<file path="src/rtl/shrw_pkg.sv">
package shrw_pkg;
  typedef enum logic [1:0] {
    ACC_NOP0  = 2'd0,
    ACC_NOP1  = 2'd1,
    ACC_READ  = 2'd2,
    ACC_WRITE = 2'd3
  } acc_code_e;

  localparam int CODE_LSB = 28;
  localparam int BUSY_BIT = 31;
endpackage

</file>
<file path="src/rtl/shrw_window_regs.sv">
module shrw_window_regs
  import shrw_pkg::*;
#(
  parameter int HADDR_W  = 8,
  parameter int DATA_W   = 32,
  parameter int OFS_W    = 16,
  parameter logic [HADDR_W-1:0] CTRL_OFS = 8'hEC,
  parameter logic [HADDR_W-1:0] DATA_OFS = 8'hF4
) (
  input  logic               clk,
  input  logic               rst_n,
  input  logic [HADDR_W-1:0] haddr,
  input  logic               hwr,
  input  logic [DATA_W-1:0]  hwdata,
  input  logic               hrd,
  output logic [DATA_W-1:0]  hrdata,
  input  logic               busy,
  input  logic               cap_en,
  input  logic [DATA_W-1:0]  cap_data,
  output logic               cmd_fire,
  output logic               cmd_we,
  output logic [OFS_W-1:0]   cur_ofs,
  output logic [DATA_W-1:0]  stage_data
);
  logic [OFS_W-1:0]  ofs_q;
  acc_code_e         code_q;
  logic [DATA_W-1:0] data_q;
  logic [DATA_W-1:0] rdata_q;
  logic [DATA_W-1:0] ctrl_view;
  logic              ctrl_wr, data_wr;
  acc_code_e         new_code;

  assign ctrl_wr  = hwr && (haddr == CTRL_OFS);
  assign data_wr  = hwr && (haddr == DATA_OFS);
  assign new_code = acc_code_e'(hwdata[CODE_LSB +: 2]);
  assign cmd_fire = ctrl_wr && !busy && new_code[1];
  assign cmd_we   = new_code[0];

  always_comb begin
    ctrl_view                 = '0;
    ctrl_view[OFS_W-1:0]      = ofs_q;
    ctrl_view[CODE_LSB +: 2]  = code_q;
    ctrl_view[BUSY_BIT]       = busy;
  end

  always_ff @(posedge clk) begin
    if (!rst_n) begin
      ofs_q   <= '0;
      code_q  <= ACC_NOP0;
      data_q  <= '0;
      rdata_q <= '0;
    end else begin
      if (ctrl_wr && !busy) begin
        ofs_q  <= hwdata[OFS_W-1:0];
        code_q <= new_code;
      end
      if (cap_en)
        data_q <= cap_data;
      else if (data_wr && !busy)
        data_q <= hwdata;
      if (hrd) begin
        if (haddr == CTRL_OFS)      rdata_q <= ctrl_view;
        else if (haddr == DATA_OFS) rdata_q <= data_q;
        else                        rdata_q <= '0;
      end
    end
  end

  assign hrdata     = rdata_q;
  assign cur_ofs    = ofs_q;
  assign stage_data = data_q;
endmodule

</file>
<file path="src/rtl/shrw_seq.sv">
module shrw_seq (
  input  logic clk,
  input  logic rst_n,
  input  logic cmd_fire,
  input  logic cmd_we,
  input  logic ack,
  output logic busy,
  output logic op_we,
  output logic cap_en
);
  logic busy_q, we_q;

  always_ff @(posedge clk) begin
    if (!rst_n) begin
      busy_q <= 1'b0;
      we_q   <= 1'b0;
    end else if (cmd_fire) begin
      busy_q <= 1'b1;
      we_q   <= cmd_we;
    end else if (ack) begin
      busy_q <= 1'b0;
    end
  end

  assign busy   = busy_q;
  assign op_we  = we_q;
  assign cap_en = ack && !we_q;
endmodule

</file>
<file path="src/rtl/shrw_arb.sv">
module shrw_arb #(
  parameter int DATA_W = 32,
  parameter int OFS_W  = 16
) (
  input  logic              clk,
  input  logic              rst_n,
  input  logic              int_req,
  input  logic              int_we,
  input  logic [OFS_W-1:0]  int_ofs,
  input  logic [DATA_W-1:0] int_wdata,
  input  logic              h_req,
  input  logic              h_we,
  input  logic [OFS_W-1:0]  h_ofs,
  input  logic [DATA_W-1:0] h_wdata,
  input  logic              sh_ready,
  output logic              sh_valid,
  output logic              sh_we,
  output logic [OFS_W-1:0]  sh_addr,
  output logic [DATA_W-1:0] sh_wdata,
  output logic              int_ack,
  output logic              h_ack
);
  logic lock_q, lock_int_q;
  logic gnt_int, gnt_h;

  assign gnt_int  = lock_q ? lock_int_q  : int_req;
  assign gnt_h    = lock_q ? !lock_int_q : (!int_req && h_req);
  assign sh_valid = (gnt_int && int_req) || (gnt_h && h_req);
  assign sh_we    = gnt_int ? int_we    : h_we;
  assign sh_addr  = gnt_int ? int_ofs   : h_ofs;
  assign sh_wdata = gnt_int ? int_wdata : h_wdata;
  assign int_ack  = gnt_int && int_req && sh_ready;
  assign h_ack    = gnt_h && h_req && sh_ready;

  always_ff @(posedge clk) begin
    if (!rst_n) begin
      lock_q     <= 1'b0;
      lock_int_q <= 1'b0;
    end else if (sh_valid && !sh_ready) begin
      lock_q     <= 1'b1;
      lock_int_q <= gnt_int;
    end else if (sh_ready) begin
      lock_q     <= 1'b0;
    end
  end
endmodule

</file>
<file path="src/rtl/shrw_bridge.sv">
module shrw_bridge
  import shrw_pkg::*;
#(
  parameter int HADDR_W = 8,
  parameter int DATA_W  = 32,
  parameter int OFS_W   = 16,
  parameter logic [HADDR_W-1:0] CTRL_OFS = 8'hEC,
  parameter logic [HADDR_W-1:0] DATA_OFS = 8'hF4
) (
  input  logic               clk,
  input  logic               rst_n,
  input  logic [HADDR_W-1:0] host_addr,
  input  logic               host_wr,
  input  logic [DATA_W-1:0]  host_wdata,
  input  logic               host_rd,
  output logic [DATA_W-1:0]  host_rdata,
  input  logic               int_req,
  input  logic               int_we,
  input  logic [OFS_W-1:0]   int_addr,
  input  logic [DATA_W-1:0]  int_wdata,
  output logic               int_ack,
  output logic [DATA_W-1:0]  int_rdata,
  output logic               sh_valid,
  output logic               sh_we,
  output logic [OFS_W-1:0]   sh_addr,
  output logic [DATA_W-1:0]  sh_wdata,
  input  logic               sh_ready,
  input  logic [DATA_W-1:0]  sh_rdata
);
  logic              busy, op_we, cap_en, cmd_fire, cmd_we, host_ack;
  logic [OFS_W-1:0]  cur_ofs;
  logic [DATA_W-1:0] stage_data;

  shrw_window_regs #(
    .HADDR_W(HADDR_W), .DATA_W(DATA_W), .OFS_W(OFS_W),
    .CTRL_OFS(CTRL_OFS), .DATA_OFS(DATA_OFS)
  ) regs_i (
    .clk(clk), .rst_n(rst_n), .haddr(host_addr), .hwr(host_wr),
    .hwdata(host_wdata), .hrd(host_rd), .hrdata(host_rdata),
    .busy(busy), .cap_en(cap_en), .cap_data(sh_rdata),
    .cmd_fire(cmd_fire), .cmd_we(cmd_we), .cur_ofs(cur_ofs),
    .stage_data(stage_data)
  );

  shrw_seq seq_i (
    .clk(clk), .rst_n(rst_n), .cmd_fire(cmd_fire), .cmd_we(cmd_we),
    .ack(host_ack), .busy(busy), .op_we(op_we), .cap_en(cap_en)
  );

  shrw_arb #(.DATA_W(DATA_W), .OFS_W(OFS_W)) arb_i (
    .clk(clk), .rst_n(rst_n),
    .int_req(int_req), .int_we(int_we), .int_ofs(int_addr), .int_wdata(int_wdata),
    .h_req(busy), .h_we(op_we), .h_ofs(cur_ofs), .h_wdata(stage_data),
    .sh_ready(sh_ready), .sh_valid(sh_valid), .sh_we(sh_we),
    .sh_addr(sh_addr), .sh_wdata(sh_wdata), .int_ack(int_ack), .h_ack(host_ack)
  );

  assign int_rdata = sh_rdata;
endmodule

</file>
<file path="config.mk">
export PLATFORM = sky130hd
export DESIGN_NAME = shrw_bridge
export DESIGN_NICKNAME = d
export VERILOG_FILES = /design/src/rtl/shrw_pkg.sv /design/src/rtl/shrw_window_regs.sv /design/src/rtl/shrw_seq.sv /design/src/rtl/shrw_arb.sv /design/src/rtl/shrw_bridge.sv
export SDC_FILE = /design/constraint.sdc
export NUM_CORES = 1
export LEC_CHECK = 0
export ABC_CLOCK_PERIOD_IN_PS = 6000
export BUFFER_PORTS_ARGS = -buffer_cell sky130_fd_sc_hd__clkbuf_2
export CAP_MARGIN = 20
export CORE_ASPECT_RATIO = 1.1
export CORE_MARGIN = 2
export CORE_UTILIZATION = 51
export DETAILED_ROUTE_END_ITERATION = 6
export PLACE_DENSITY = 0.88
export SYNTH_ARGS = -nofsm -noshare
export SYNTH_HDL_FRONTEND = slang
export SYNTH_HIERARCHICAL = 1
export SYNTH_SLANG_ARGS = --single-unit
</file>
<file path="constraint.sdc">
create_clock -name clk -period 6 [get_ports clk]
set_input_delay 1.2 -clock clk [delete_from_list [all_inputs] [get_ports clk]]
set_output_delay 1.2 -clock clk [all_outputs]
set_load 0.01 [all_outputs]
</file>
==> results.ini <==
[run_status]
outcome=finished clean

[final_layout]
nets=849
layout.cells.most_common=clkbuf_2
drive_above_1_share_pct=44.3
postLayoutCellArea_sq_um=6210
fillers=821
seq_area_sq_um=1720
layout.cells.most_common_list=clkbuf_2 (241), dfxtp_1 (86), nand4_1 (62), o21ai_0 (51), a31oi_1 (51)
multiInputGateArea_sq_um=2820
antennaDiodeCount=0
synthToLayoutAreaGrowth_pct=19.4

[critical_path]
crit_path_frequent_cell=clkbuf_2
critPathArrivalTime_ns=2.98
cp_top_family=multiplexers
crit_chain=clkbuf_2 > mux2i_4 > buf_12 > mux2_4 > clkbuf_2
critPathMaxStageDelay_ns=0.78
cp_slowest_cell=mux2i_4
endpoint_kind=primary output
cp_num_buf_inv=3
start_kind=input port
critPathMaxFanout=34
critical_path_required_ns=4.80
worst-setup-path-type=in -> out

[synth]
syn_avg_cell_area_sq_um=9.23
synth-seq-cells=86
synthDistinctLibCells=34
syn_nets=691
synth_warnings=6
syn_area_sq_um=5210
synth_edf_count=0
synthCells=564
synthFlopType=dfxtp_1
synthArstFlopShare_pct=0
ys_seq_area_share_pct=33.1

[pwr]
leakagePower_nw=2.65
swShare_pct=27.1
power.share.sequential_pct=47.0
p_comb_share_pct=19.2
p_int_mw=0.903
switchingPower_mw=0.336
power_frac_clock_pct=33.8
cellPowerDensity_nw_per_um2=199
peakVddDrop_v=0.000119

[global_route]
grt_max_degree=88
grt.total_usage_pct=27.5
grt_pass1_vias=5087
grt_antenna_before_repair=0
globalRouteOverflowTotal=0
grt_pass1_wl_um=24400

[cts]
cts-root-buf=clkbuf_8
clock_path_buffers=2
cts_setup_buffers=0
cts_max_level=3
numClockSinks=86
ctsResizeCount=0
cts_tree=done
clkTransAtPathRegs_ns=0.08
worstSkewPairLatency_ns=0.35
numCtsBuffers=9
hold_buffers=0

[sta]
fin_tns_setup_ns=0
worst_slew_pin_slew_ns=1.10
skew_ns=0.00793
timing.final.crit_share_pct=69.6
max-slew-margin-rel_pct=27.0
fin_crit_ns=4.18
drv_slew=0
hold_violations=0
whs_ns=0.474
setup_viol=0
rsz0062_at_grt=false
timing.fmax_mhz=239

[place]
placed_area_sq_um=5990
place_hpwl_um=10600
port_buffers=241
gp_congestion=0.849

[routing]
via_per_inst=6.33
postRouteAntennaNets=0
drc=0
drtIter0Drc=280
wirelength_um=16000
wire_per_inst_um=18.9
drt-pass1-iter-count=5
num_vias=5364

[worst_hold_path]
hold_path.class=reg -> reg

[run]
cap_viol_max_count=0

[floorplan]
core_sq_um=9890
fp.dieH_um=110
io_pins=242
rows=38
floorplan.initialDensity_pct=52.6
fp.dieArea_sq_um=11000
die_x_um=100

## flip-flops by register name (all words and copies together), names as in the netlist
register	flops
regs_i/hrdata	32
regs_i/stage_data	32
regs_i/cur_ofs	16
regs_i/code_q	2
arb_i/lock_int_q	1
arb_i/lock_q	1
seq_i/busy	1
seq_i/op_we	1
## synth_stat cells, types with 2 or more instances
cell	instances	share of area (%)
nand4_1	62	7.5
o21a_1	2	0.29
o21ai_0	51	4.9
and4b_1	2	0.38
mux2i_1	2	0.38
buf_2	12	1.2
a21boi_1	30	4.3
o31ai_1	49	7.1
buf_4	49	7.1
a21oi_1	2	0.19
dfxtp_1	86	33
buf_6	12	2.6
nor3b_1	2	0.29
mux2_4	49	14
nand2_1	3	0.22
a31oi_1	51	6.1
nand3_1	38	3.7
clkbuf_1	30	2.2
nand2b_1	14	1.7
nor2b_1	4	0.48
## routing by layer
metal / vias to the layer above / GRT usage, % / share of wire (%)
li1: 2452 / - / -
met1: 2548 / 33.1 / 38
met2: 328 / 47.2 / 51
met3: 36 / 4.13 / 8.2
met4: 0 / 15.0 / 2.8
met5: - / 0 / 0
## per-stage QoR
step                instances  power, mW  setup slack (ns)  utilization, %
floorplan                 564      0.749              2.84               -
global placement          829      0.824              1.91            60.4
detailed placement        830      0.831              1.81            60.6
CTS                       846       1.25              1.83            62.6
global route              847       1.29              1.76            62.8
finish                    847       1.24              1.82            62.8
## worst paths after layout
path	cells after the start	slack [ns]	end	start
setup / recovery	5	1.82	sh_addr[15]	int_req
hold / removal	2	0.47	regs_i/hrdata[24]	regs_i/hrdata[24]
setup reg to reg	7	2.58	regs_i/stage_data[9]	arb_i/lock_q
hold reg to reg	2	0.47	regs_i/hrdata[24]	regs_i/hrdata[24]
## tightest hold or removal path, delay by kind of cell, from the launching register on
family / cells / cell delay [ns]
DFF: 1 / 0.32
and+or+nand+nor: 1 / 0.06
AOI/OAI and AO/OA: 1 / 0.05
## power groups by stage
stage	Combinational [mW]	Clock [mW]	Sequential (mW)
finish	0.238	0.419	0.583
global route	0.254	0.450	0.584
CTS	0.236	0.427	0.583
detailed placement	0.235	0	0.597
global placement	0.228	0	0.596
floorplan	0.151	0	0.598
## area by class of cell
class / instances / share of cell area [%]
multi-input cells: 372 / 45.3
flip-flops and latches: 86 / 27.7
repair buffers: 251 / 21.2
clock buffers: 12 / 2.50
well taps: 120 / 2.42
clock inverters: 4 / 0.725
inverters: 2 / 0.121
## logic make-up after synthesis
family	count (synthesis)	share of synthesized area (%)
DFF	86	33.1
buffers and inverters	106	13.2
AOI/OAI and AO/OA	187	23.2
muxes	52	14.9
and+or+nand+nor	133	15.5
(Power assumes the default switching activity.)
